==> src/rtl/fused_alu_pkg.sv <==
package fused_alu_pkg;
    localparam int XLEN   = 64;
    localparam int HALF   = XLEN / 2;
    localparam int OPW    = 7;
    localparam int SHW    = $clog2(XLEN);
    localparam int WSHW   = $clog2(HALF);
    localparam int BYTE_W = 8;
    localparam int HW_W   = 16;
    localparam int IMM_LO = 12;

    typedef logic [XLEN-1:0] xword_t;
    typedef logic [OPW-1:0]  opcode_t;

    localparam logic [2:0] GRP_SHIFT = 3'b000;
    localparam logic [2:0] GRP_WORD  = 3'b001;
    localparam logic [2:0] GRP_ADD   = 3'b010;
    localparam logic [2:0] GRP_CMP   = 3'b011;
    localparam logic [2:0] GRP_LOGIC = 3'b100;

    localparam opcode_t OP_SLLUW = 7'h00, OP_SLL = 7'h01, OP_BITCLR = 7'h02, OP_BITSET = 7'h03;
    localparam opcode_t OP_BITFLIP = 7'h04, OP_SRL = 7'h05, OP_BITGET = 7'h06, OP_SRA = 7'h07;
    localparam opcode_t OP_ROTL = 7'h09, OP_ROTR = 7'h0B;
    localparam opcode_t OP_ADDW = 7'h10, OP_ODDADDW = 7'h11, OP_SUBW = 7'h12, OP_LUIADDW = 7'h13;
    localparam opcode_t OP_ADDW_B1 = 7'h14, OP_ADDW_B8 = 7'h15, OP_ADDW_ZH = 7'h16, OP_ADDW_SH = 7'h17;
    localparam opcode_t OP_SLLW = 7'h18, OP_SRLW = 7'h19, OP_SRAW = 7'h1A, OP_ROTLW = 7'h1C, OP_ROTRW = 7'h1D;
    localparam opcode_t OP_ADDUW = 7'h20, OP_ADD = 7'h21, OP_ODDADD = 7'h22, OP_LUIADD = 7'h23;
    localparam opcode_t OP_SR29ADD = 7'h24, OP_SR30ADD = 7'h25, OP_SR31ADD = 7'h26, OP_SR32ADD = 7'h27;
    localparam opcode_t OP_SH1ADDUW = 7'h28, OP_SH1ADD = 7'h29, OP_SH2ADDUW = 7'h2A, OP_SH2ADD = 7'h2B;
    localparam opcode_t OP_SH3ADDUW = 7'h2C, OP_SH3ADD = 7'h2D, OP_SH4ADD = 7'h2F;
    localparam opcode_t OP_SUB = 7'h30, OP_SLTU = 7'h31, OP_SLT = 7'h32;
    localparam opcode_t OP_MAXU = 7'h34, OP_MINU = 7'h35, OP_MAX = 7'h36, OP_MIN = 7'h37;
    localparam opcode_t OP_AND = 7'h40, OP_ANDN = 7'h41, OP_OR = 7'h42, OP_ORN = 7'h43;
    localparam opcode_t OP_XOR = 7'h44, OP_XNOR = 7'h45, OP_ORCB = 7'h46;
    localparam opcode_t OP_SEXTB = 7'h48, OP_PACKH = 7'h49, OP_SEXTH = 7'h4A, OP_PACKW = 7'h4B;

    // How the shared adder's output is turned into a result
    typedef enum logic [3:0] {
        FMT_NONE, FMT_FULL, FMT_WORD, FMT_BIT, FMT_BYTE, FMT_ZHALF, FMT_SHALF,
        FMT_LTU, FMT_LT, FMT_MAXU, FMT_MINU, FMT_MAX, FMT_MIN
    } fmt_e;

    function automatic xword_t widen_z(input logic [HALF-1:0] v);
        return {{HALF{1'b0}}, v};
    endfunction

    function automatic xword_t widen_s(input logic [HALF-1:0] v);
        return {{HALF{v[HALF-1]}}, v};
    endfunction
endpackage

==> src/rtl/fused_alu_shift.sv <==
// Shift, rotate and single-bit unit: covers the shift group and the word
// shifts/rotates of the word group. Assumes a purely combinational context;
// outputs zero and a low hit flag for codes it does not own.
module fused_alu_shift
    import fused_alu_pkg::*;
(
    input  opcode_t op,
    input  xword_t  a,
    input  xword_t  b,
    output xword_t  res,
    output logic    hit
);
    logic [SHW-1:0]    amt;
    logic [WSHW-1:0]   wamt;
    logic [HALF-1:0]   lo;
    logic [2*XLEN-1:0] dbl;
    logic [XLEN-1:0]   wdbl;
    logic [HALF-1:0]   wtmp;
    xword_t            onehot;

    assign amt    = b[SHW-1:0];
    assign wamt   = b[WSHW-1:0];
    assign lo     = a[HALF-1:0];
    assign onehot = xword_t'(1) << amt;

    // Select the shift/bit result for the given code
    always_comb begin
        res  = '0;
        hit  = 1'b1;
        dbl  = '0;
        wdbl = '0;
        wtmp = '0;
        case (op)
            OP_SLLUW:   res = widen_z(lo) << amt;
            OP_SLL:     res = a << amt;
            OP_BITCLR:  res = a & ~onehot;
            OP_BITSET:  res = a | onehot;
            OP_BITFLIP: res = a ^ onehot;
            OP_SRL:     res = a >> amt;
            OP_BITGET:  res = {{(XLEN-1){1'b0}}, a[amt]};
            OP_SRA:     res = xword_t'($signed(a) >>> amt);
            OP_ROTL: begin
                dbl = {a, a} << amt;
                res = dbl[2*XLEN-1:XLEN];
            end
            OP_ROTR: begin
                dbl = {a, a} >> amt;
                res = dbl[XLEN-1:0];
            end
            OP_SLLW: begin
                wtmp = lo << wamt;
                res  = widen_s(wtmp);
            end
            OP_SRLW: begin
                wtmp = lo >> wamt;
                res  = widen_s(wtmp);
            end
            OP_SRAW: begin
                wtmp = HALF'($signed(lo) >>> wamt);
                res  = widen_s(wtmp);
            end
            OP_ROTLW: begin
                wdbl = {lo, lo} << wamt;
                wtmp = wdbl[XLEN-1:HALF];
                res  = widen_s(wtmp);
            end
            OP_ROTRW: begin
                wdbl = {lo, lo} >> wamt;
                wtmp = wdbl[HALF-1:0];
                res  = widen_s(wtmp);
            end
            default: hit = 1'b0;
        endcase
    end
endmodule

==> src/rtl/fused_alu_adder.sv <==
// Adder-based unit: word arithmetic, the add group (including the fused
// shift-add, right-shift-add, odd-add and upper-plus-low immediate merge)
// and subtract/compare. One shared 65-bit adder; an operand-select stage in
// front and a format stage behind. Outputs zero for codes it does not own.
module fused_alu_adder
    import fused_alu_pkg::*;
(
    input  opcode_t op,
    input  xword_t  a,
    input  xword_t  b,
    output xword_t  res,
    output logic    hit
);
    xword_t         opa, opb, lui_lo, lui_hi, sh_base;
    logic           sub;
    fmt_e           fmt;
    logic [2:0]     sh_n;
    logic [XLEN:0]  sum;
    xword_t         diff;
    logic           ltu, lts;

    assign lui_lo  = {{(XLEN-IMM_LO){b[IMM_LO-1]}}, b[IMM_LO-1:0]};
    assign lui_hi  = {b[XLEN-1:IMM_LO], {IMM_LO{1'b0}}};
    assign sh_base = op[0] ? a : widen_z(a[HALF-1:0]);
    assign sh_n    = {1'b0, op[2:1]} + 3'd1;

    // Operand selection and result format per code
    always_comb begin
        opa = a;
        opb = b;
        sub = 1'b0;
        fmt = FMT_FULL;
        hit = 1'b1;
        case (op)
            OP_ADDW:     fmt = FMT_WORD;
            OP_ODDADDW: begin opa = {{(XLEN-1){1'b0}}, a[0]}; fmt = FMT_WORD; end
            OP_SUBW:    begin sub = 1'b1; fmt = FMT_WORD; end
            OP_LUIADDW: begin opa = lui_lo; opb = lui_hi; fmt = FMT_WORD; end
            OP_ADDW_B1:  fmt = FMT_BIT;
            OP_ADDW_B8:  fmt = FMT_BYTE;
            OP_ADDW_ZH:  fmt = FMT_ZHALF;
            OP_ADDW_SH:  fmt = FMT_SHALF;
            OP_ADDUW:    opa = widen_z(a[HALF-1:0]);
            OP_ADD:      opa = a;
            OP_ODDADD:   opa = {{(XLEN-1){1'b0}}, a[0]};
            OP_LUIADD:  begin opa = lui_lo; opb = lui_hi; end
            OP_SR29ADD:  opa = a >> 29;
            OP_SR30ADD:  opa = a >> 30;
            OP_SR31ADD:  opa = a >> 31;
            OP_SR32ADD:  opa = a >> 32;
            OP_SH1ADDUW, OP_SH1ADD, OP_SH2ADDUW, OP_SH2ADD,
            OP_SH3ADDUW, OP_SH3ADD, OP_SH4ADD:
                         opa = sh_base << sh_n;
            OP_SUB:      sub = 1'b1;
            OP_SLTU:    begin sub = 1'b1; fmt = FMT_LTU;  end
            OP_SLT:     begin sub = 1'b1; fmt = FMT_LT;   end
            OP_MAXU:    begin sub = 1'b1; fmt = FMT_MAXU; end
            OP_MINU:    begin sub = 1'b1; fmt = FMT_MINU; end
            OP_MAX:     begin sub = 1'b1; fmt = FMT_MAX;  end
            OP_MIN:     begin sub = 1'b1; fmt = FMT_MIN;  end
            default:    begin hit = 1'b0; fmt = FMT_NONE; end
        endcase
    end

    assign sum  = {1'b0, opa} + {1'b0, sub ? ~opb : opb} + {{XLEN{1'b0}}, sub};
    assign diff = sum[XLEN-1:0];
    assign ltu  = ~sum[XLEN];
    assign lts  = (a[XLEN-1] ^ b[XLEN-1]) ? a[XLEN-1] : diff[XLEN-1];

    // Shape the adder output into the final result
    always_comb begin
        case (fmt)
            FMT_FULL:  res = diff;
            FMT_WORD:  res = widen_s(diff[HALF-1:0]);
            FMT_BIT:   res = {{(XLEN-1){1'b0}}, diff[0]};
            FMT_BYTE:  res = {{(XLEN-BYTE_W){1'b0}}, diff[BYTE_W-1:0]};
            FMT_ZHALF: res = {{(XLEN-HW_W){1'b0}}, diff[HW_W-1:0]};
            FMT_SHALF: res = {{(XLEN-HW_W){diff[HW_W-1]}}, diff[HW_W-1:0]};
            FMT_LTU:   res = {{(XLEN-1){1'b0}}, ltu};
            FMT_LT:    res = {{(XLEN-1){1'b0}}, lts};
            FMT_MAXU:  res = ltu ? b : a;
            FMT_MINU:  res = ltu ? a : b;
            FMT_MAX:   res = lts ? b : a;
            FMT_MIN:   res = lts ? a : b;
            default:   res = '0;
        endcase
    end
endmodule

==> src/rtl/fused_alu_logic.sv <==
// Bitwise and packing unit for the logic group. Combinational; returns zero
// for codes it does not own.
module fused_alu_logic
    import fused_alu_pkg::*;
(
    input  opcode_t op,
    input  xword_t  a,
    input  xword_t  b,
    output xword_t  res
);
    xword_t orcb;

    // Byte-wise OR-combine: each byte becomes all ones if any bit is set
    for (genvar g = 0; g < XLEN / BYTE_W; g++) begin : g_byte
        assign orcb[g*BYTE_W +: BYTE_W] = {BYTE_W{|a[g*BYTE_W +: BYTE_W]}};
    end

    // Select the logic result
    always_comb begin
        case (op)
            OP_AND:   res = a & b;
            OP_ANDN:  res = a & ~b;
            OP_OR:    res = a | b;
            OP_ORN:   res = a | ~b;
            OP_XOR:   res = a ^ b;
            OP_XNOR:  res = ~(a ^ b);
            OP_ORCB:  res = orcb;
            OP_SEXTB: res = {{(XLEN-BYTE_W){a[BYTE_W-1]}}, a[BYTE_W-1:0]};
            OP_PACKH: res = {{(XLEN-2*BYTE_W){1'b0}}, b[BYTE_W-1:0], a[BYTE_W-1:0]};
            OP_SEXTH: res = {{(XLEN-HW_W){a[HW_W-1]}}, a[HW_W-1:0]};
            OP_PACKW: res = widen_s({b[HW_W-1:0], a[HW_W-1:0]});
            default:  res = '0;
        endcase
    end
endmodule

==> src/rtl/fused_alu.sv <==
// Top of the fused-operation ALU. Decodes the group from op[6:4], picks the
// owning unit's result and registers it with a valid flag (one-cycle
// latency). Assumes synchronous active-low reset; result holds when idle.
module fused_alu
    import fused_alu_pkg::*;
(
    input  logic            clk,
    input  logic            rst_n,
    input  logic            in_vld,
    input  logic [OPW-1:0]  in_op,
    input  logic [XLEN-1:0] in_a,
    input  logic [XLEN-1:0] in_b,
    output logic            out_vld,
    output logic [XLEN-1:0] out_res
);
    xword_t sh_res, add_res, lg_res, nxt;
    logic   sh_hit, add_hit;

    fused_alu_shift u_shift (.op(in_op), .a(in_a), .b(in_b), .res(sh_res),  .hit(sh_hit));
    fused_alu_adder u_adder (.op(in_op), .a(in_a), .b(in_b), .res(add_res), .hit(add_hit));
    fused_alu_logic u_logic (.op(in_op), .a(in_a), .b(in_b), .res(lg_res));

    // Group steering of the unit results
    always_comb begin
        case (in_op[OPW-1:OPW-3])
            GRP_SHIFT:        nxt = sh_hit ? sh_res : '0;
            GRP_WORD:         nxt = sh_hit ? sh_res : (add_hit ? add_res : '0);
            GRP_ADD, GRP_CMP: nxt = add_hit ? add_res : '0;
            GRP_LOGIC:        nxt = lg_res;
            default:          nxt = '0;
        endcase
    end

    // Result register and valid flag
    always_ff @(posedge clk) begin
        if (!rst_n) begin
            out_vld <= 1'b0;
            out_res <= '0;
        end else begin
            out_vld <= in_vld;
            if (in_vld) out_res <= nxt;
        end
    end
endmodule

==> config.mk <==
export PLATFORM = sky130hd
export DESIGN_NAME = fused_alu
export DESIGN_NICKNAME = d
export VERILOG_FILES = /design/src/rtl/fused_alu_pkg.sv /design/src/rtl/fused_alu_shift.sv /design/src/rtl/fused_alu_adder.sv /design/src/rtl/fused_alu_logic.sv /design/src/rtl/fused_alu.sv
export SDC_FILE = /design/constraint.sdc
export NUM_CORES = 2
export LEC_CHECK = 0
export BUFFER_PORTS_ARGS = -buffer_cell sky130_fd_sc_hd__buf_2
export CORE_ASPECT_RATIO = 1.75
export CORE_UTILIZATION = 45
export CTS_CLUSTER_SIZE = 10
export DETAILED_ROUTE_END_ITERATION = 10
export PLACE_DENSITY_LB_ADDON = 0.08
export SLEW_MARGIN = 10
export SYNTH_ARGS = -nofsm -noshare
export SYNTH_HDL_FRONTEND = slang
export SYNTH_SLANG_ARGS = --single-unit
==> constraint.sdc <==
create_clock -name clk -period 16.42 [get_ports clk]
set_input_delay 0.821 -clock clk [delete_from_list [all_inputs] [get_ports clk]]
set_output_delay 0.821 -clock clk [all_outputs]
set_load 0.1 [all_outputs]
==> results of run 1 <==
metrics by stage:
stage,utilization (%),hold WS (ns),cells
detailed placement,48.2,0.447,6033
floorplan,-,0.931,5153
CTS,48.6,0.472,6049
global placement,48.2,0.453,6032
layer usage:
layer	global-route usage [%]	GRT overflow
met1	88.2	66
met3	79.7	66
met2	107	1887
met4	95.4	883
met5	52.9	12
cells in the mapped netlist (35+ instances only):
master,number,share of area [%]
sky130_fd_sc_hd__a211oi_1,81,1.8
sky130_fd_sc_hd__a21o_1,56,1.2
sky130_fd_sc_hd__a21oi_1,467,6.8
sky130_fd_sc_hd__a221o_1,40,1.2
sky130_fd_sc_hd__a221oi_1,82,2.1
sky130_fd_sc_hd__a22oi_1,77,1.7
sky130_fd_sc_hd__a31oi_1,55,1.0
sky130_fd_sc_hd__and2_1,53,0.96
sky130_fd_sc_hd__buf_1,83,0.90
sky130_fd_sc_hd__buf_2,40,0.58
sky130_fd_sc_hd__clkbuf_1,460,5.0
sky130_fd_sc_hd__dfxtp_1,65,3.8
sky130_fd_sc_hd__ha_1,195,7.1
sky130_fd_sc_hd__inv_1,113,1.2
sky130_fd_sc_hd__mux2_2,61,2.0
sky130_fd_sc_hd__mux2i_1,167,4.8
sky130_fd_sc_hd__mux4_2,167,11
sky130_fd_sc_hd__nand2_1,505,5.5
sky130_fd_sc_hd__nand2b_1,45,0.82
sky130_fd_sc_hd__nand3_1,79,1.1
sky130_fd_sc_hd__nand4_1,51,0.93
sky130_fd_sc_hd__nor2_1,680,7.4
sky130_fd_sc_hd__nor2b_1,47,0.85
sky130_fd_sc_hd__nor3_1,81,1.2
sky130_fd_sc_hd__nor4_1,35,0.63
sky130_fd_sc_hd__o211ai_1,88,1.9
sky130_fd_sc_hd__o21ai_0,433,6.3
sky130_fd_sc_hd__o221ai_1,49,1.2
sky130_fd_sc_hd__o22ai_1,96,1.7
sky130_fd_sc_hd__xnor2_1,148,3.8
sky130_fd_sc_hd__xor2_1,50,1.3
logic make-up after synthesis:
family	synth area share, %
AOI/OAI and AO/OA	36.5
and+or+nand+nor	21.9
buffers and inverters	7.88
muxes	17.8
xor gates and xnor gates	5.03
adders and majority gates	7.13
DFF	3.77
==> summary.md, run 1 <==
| Metric | Value |
|---|---|
| RD Place Congestion | `between 1 and 1.5` |
| Port-buffer cells | `about 200` |
| Aggregate global-route resource usage | `91.7%` |
| Die extent in x | `211 um` |
| Async set or reset register ratio after synthesis | `0%` |
| Post-cts hold buffer count | `0` |
| Halt point of the flow | `global routing` |
| Register area share after synthesis | `~3.8%` |
| TritonCTS Buffers | `9` |
| Number of resized instances in the post-cts repair step | `0` |
| Number of buffers on the longest clock path | `2` |
| Root Buffer Master | `sky130_fd_sc_hd__clkbuf_16` |
| Per-instance average area after synthesis | `between 6 and 7 um2` |
| Main synth FF type | `sky130_fd_sc_hd__dfxtp_1` |
| Pin count of the biggest net entering global routing | `106` |
| Error that stopped the run | `[ERROR GRT-0116] Global routing finished with congestion. Check the congestion regions in the DRC Viewer.` |
| First-pass GRT wire length | `519000 um` |
| Number of clock sinks | `65` |
| Run status | `stopped before the end` |
| Placed Instance Area | `about 37000 um2` |
| Post-synth EDFFs | `0` |
| Number of top-level pins | `about 200` |
| Post-CTS Setup Bufs | `0` |
| Number of warnings issued by yosys | `0` |
| Total standard cell area after synthesis | `34500 um2` |
| HPWL after DPL | `approximately 230000 um` |
| Vias in the first global route | `about 56000` |
| Rows | `134` |
| Initial core utilization | `45.3%` |
| Net count of the mapped netlist | `between 5000 and 6000` |
| Count of state elements after synthesis | `65` |
| Distinct cells, synth | `103` |
| Htree depth | `3` |
| Y dimension of the die | `approximately 370 um` |
| Post-synthesis instance total | `approximately 5200` |
| Post-place setup slack | `about 7.4 ns` |
| Grt total ovfl | `2914` |
==> run 2: changes to the inputs <==
Settings changed: CORE_ASPECT_RATIO 1.75 to default, CORE_UTILIZATION 45 to 30, CTS_CLUSTER_SIZE 10 to default, PLACE_DENSITY_LB_ADDON 0.08 to 0.15.
==> run 2 against run 1 <==
Against the previous run: the flow now finishes, with violations (capacitance limit, slew limit); synthesized cell count stayed put; synthesized area stayed put.
==> summary.md, run 2 <==
| Metric | Value |
|---|---|
| Share of the clock period used by the worst path | `about 56%` |
| Htree depth | `3` |
| Placed instance count | `roughly 6500` |
| Final slew viol count | `1` |
| Most common cell after layout, fill and taps aside | `sky130_fd_sc_hd__nor2_1` |
| Largest registers in the final layout | `out_res x64, out_vld x1` |
| Root Buffer Master | `sky130_fd_sc_hd__clkbuf_16` |
| Setup clock skew after layout | `0 ns` |
| Post-CTS Setup Bufs | `0` |
| VDD IR max | `between 0.05 and 0.06 mV` |
| Grt total ovfl | `0` |
| Routed Wire Length | `~340000 um` |
| Clk Latency, worst-skew pair | `0.40 ns` |
| Number of resized instances in the post-cts repair step | `0` |
| Largest area contributor in the synthesized netlist | `sky130_fd_sc_hd__mux4_2` |
| Post-Layout Cell Count | `6596` |
| Final total power | `~0.0022 W` |
| Number of clock sinks | `65` |
| Number of detailed-routing iterations run before antenna repair | `7` |
| Pin count of the biggest net entering global routing | `between 100 and 150` |
| Setup repair after global routing missed its margin | `no` |
| Main synth FF type | `sky130_fd_sc_hd__dfxtp_1` |
| Most instantiated cells after synthesis | `680 x sky130_fd_sc_hd__nor2_1, 505 x sky130_fd_sc_hd__nand2_1, 467 x sky130_fd_sc_hd__a21oi_1, 460 x sky130_fd_sc_hd__clkbuf_1, 433 x sky130_fd_sc_hd__o21ai_0` |
| Wire length per cell | `around 52 um` |
| Number of warnings issued by yosys | `0` |
| Endpoint kind of the worst setup timing path | `flop` |
| Per-instance average area after synthesis | `between 6 and 7 um2` |
| Share of the synthesized area in the top cell type | `a little over a tenth` |
| Via count of the routed design | `approximately 50000` |
| Worst Setup Start Kind | `input pin` |
| Aggregate global-route resource usage | `56.9%` |
| TritonCTS clock tree | `yes` |
| Data arrival time at the worst-slack endpoint | `between 9 and 10 ns` |
| Net count of the mapped netlist | `5487` |
| Maximum fanout count along the critical path | `slightly above 60` |
| CORE AREA | `approximately 110000 um2` |
| Count of state elements after synthesis | `between 60 and 70` |
| Number of top-level pins | `a little over 200` |
| Fill cell count | `between 10000 and 15000` |
| Worst hold path class | `flop to flop` |
| Final sum of negative setup slack | `0 ns` |
| Die extent in x | `341 um` |
| End-of-flow core utilization | `about 33%` |
| RD Place Congestion | `around 1.2` |
| Worst path required time | `around 17 ns` |
| Total standard cell area after synthesis | `about 34000 um2` |
| Post-cts hold buffer count | `0` |
| Total Nets Final | `around 5400` |
| Slew @ Worst Pin | `1.49 ns` |
| P per Cell Area | `58.5 nW/um2` |
| Area growth syn-to-layout | `10.2%` |
| Average via count per standard cell | `approximately 7.6` |
| Run status | `complete, but fails checks` |
| Number of antenna violations at the first check in global routing | `50` |
| Floorplan die area | `116000 um2` |
| Final count of negative-setup-slack endpoints | `0` |
| Number of buffers on the longest clock path | `2` |
| Flip-flop count of the largest register, all copies and words added | `64` |
| Placed Instance Area | `roughly 38000 um2` |
| Number of maximum-capacitance constraint violations | `2` |
| Fraction of final layout cells with drive strength greater than 1 | `around 17%` |
| Async set or reset register ratio after synthesis | `0%` |
| CTS clock-pin slew for the worst setup and hold paths | `approximately 0.06 ns` |
| Count leader, synth | `sky130_fd_sc_hd__nor2_1` |
| Distinct cells, synth | `103` |
| Final design instance area without fill | `between 30000 and 40000 um2` |
| Initial core utilization | `between 30% and 40%` |
| Number of hold-slack violations in the final timing report | `0` |
| Y dimension of the die | `between 300 and 400 um` |
| Register containing the most flip-flops in the final layout | `out_res` |
| Register area share after synthesis | `under 10%` |
| Vias in the first global route | `around 44000` |
| Type of the worst setup path | `input pin to flop` |
| HPWL after DPL | `roughly 260000 um` |
| Leakage power summed over all cells | `roughly 14 nW` |
| Achievable Freq | `108 MHz` |
| Remaining antenna violation count | `0` |
| Setup slack of the worst register-to-register path | `between 10 and 15 ns` |
| Most frequent cells in the layout | `665 x sky130_fd_sc_hd__nor2_1, 501 x sky130_fd_sc_hd__nand2_1, 465 x sky130_fd_sc_hd__a21oi_1, 430 x sky130_fd_sc_hd__o21ai_0, 269 x sky130_fd_sc_hd__buf_4` |
| Shortest period the worst path allows | `approximately 9.2 ns` |
| Post-synth EDFFs | `0` |
| First-pass GRT wire length | `~440000 um` |
| Rows | `between 100 and 150` |
| Port-buffer cells | `about 200` |
| Post-synthesis instance total | `5153` |
| TritonCTS Buffers | `9` |
| Post-detailed-route DRC marker count | `0` |
| Most area-consuming cells after synthesis | `sky130_fd_sc_hd__mux4_2 11%, sky130_fd_sc_hd__nor2_1 7.4%, sky130_fd_sc_hd__ha_1 7.1%, sky130_fd_sc_hd__a21oi_1 6.8%, sky130_fd_sc_hd__o21ai_0 6.3%` |
| Worst slew margin relative to its limit | `-0.336%` |
| Initial drt markers | `9508` |
| Violated checks | `capacitance limit, slew limit` |
-- run 2: layer usage --
layer / wire length (um) / part of all wire [%] / vias to the layer above / GRT usage [%]
met5: 242 / 0.070 / - / 0
met4: 34300 / 9.9 / 40 / 43.9
met3: 56000 / 16 / 1267 / 31.3
met2: 127000 / 37 / 4793 / 74.6
met1: 127000 / 37 / 24823 / 68.0
li1: - / - / 19230 / -
-- run 2: path summary, 6_finish.rpt --
path / startpoint / end / cells past startpoint
setup / recovery: in_op[2] / out_res[8] / 25
hold / removal: out_res[63] / out_res[63] / 1
setup reg to reg: out_res[8] / out_res[8] / 8
hold reg to reg: out_res[63] / out_res[63] / 1
-- run 2: area by class of cell --
| cell class | count | area, um2 | share of cell area [%] |
|---|---|---|---|
| Clock buffer | 13 | 280 | 0.738 |
| Tap cell | 1512 | 1890 | 4.98 |
| Antenna cell | 30 | 75.1 | 0.198 |
| Timing Repair Buffer | 475 | 3150 | 8.29 |
| Inverter | 115 | 442 | 1.16 |
| Multi-Input combinational cell | 4384 | 30800 | 81.1 |
| Clock inverter | 2 | 35.0 | 0.0922 |
| Sequential cell | 65 | 1300 | 3.42 |
-- run 2: through the flow --
step,hold WS [ns],setup slack [ns]
floorplan,0.931,9.52
global placement,0.455,7.39
detailed placement,0.469,7.32
CTS,0.485,7.71
global route,0.505,7.18
finish,0.482,7.17
-- run 2: logic make-up after synthesis --
kind of cell | after synthesis | share of synthesized area, %
compound gates | 1901 | 36.5
flops | 65 | 3.77
mux | 396 | 17.8
fa+ha+maj | 196 | 7.13
buf+inv | 704 | 7.88
simple gates | 1693 | 21.9
xor+xnor | 198 | 5.03
-- run 2: worst max-delay path, cell delays in order --
cell and delay (ns):
sky130_fd_sc_hd__buf_2 0.10, sky130_fd_sc_hd__buf_4 0.30, sky130_fd_sc_hd__buf_4 0.44, sky130_fd_sc_hd__or2_0 0.70, sky130_fd_sc_hd__and3_1 0.30, sky130_fd_sc_hd__nor2_1 0.09
sky130_fd_sc_hd__o21ai_4 0.09, sky130_fd_sc_hd__buf_4 0.58, sky130_fd_sc_hd__o41ai_2 0.19, sky130_fd_sc_hd__buf_4 0.29, sky130_fd_sc_hd__a221o_1 0.40, sky130_fd_sc_hd__ha_1 0.44
sky130_fd_sc_hd__nand4_1 0.33, sky130_fd_sc_hd__a211oi_1 0.56, sky130_fd_sc_hd__o211ai_1 0.20, sky130_fd_sc_hd__o211ai_1 0.19, sky130_fd_sc_hd__buf_4 0.23, sky130_fd_sc_hd__a311oi_1 0.16
sky130_fd_sc_hd__buf_4 0.24, sky130_fd_sc_hd__a211oi_1 0.49, sky130_fd_sc_hd__o21ai_0 0.13, sky130_fd_sc_hd__and4b_1 0.39, sky130_fd_sc_hd__nand4b_1 0.51, sky130_fd_sc_hd__a221oi_1 1.03
sky130_fd_sc_hd__a21oi_1 0.18
-- run 2: where the power goes --
part           switching (W)  internal (W)
clock network       0.000108      0.000134
registers          0.0000129      0.000167
logic                0.00134      0.000467
(Power assumes the default switching activity.)
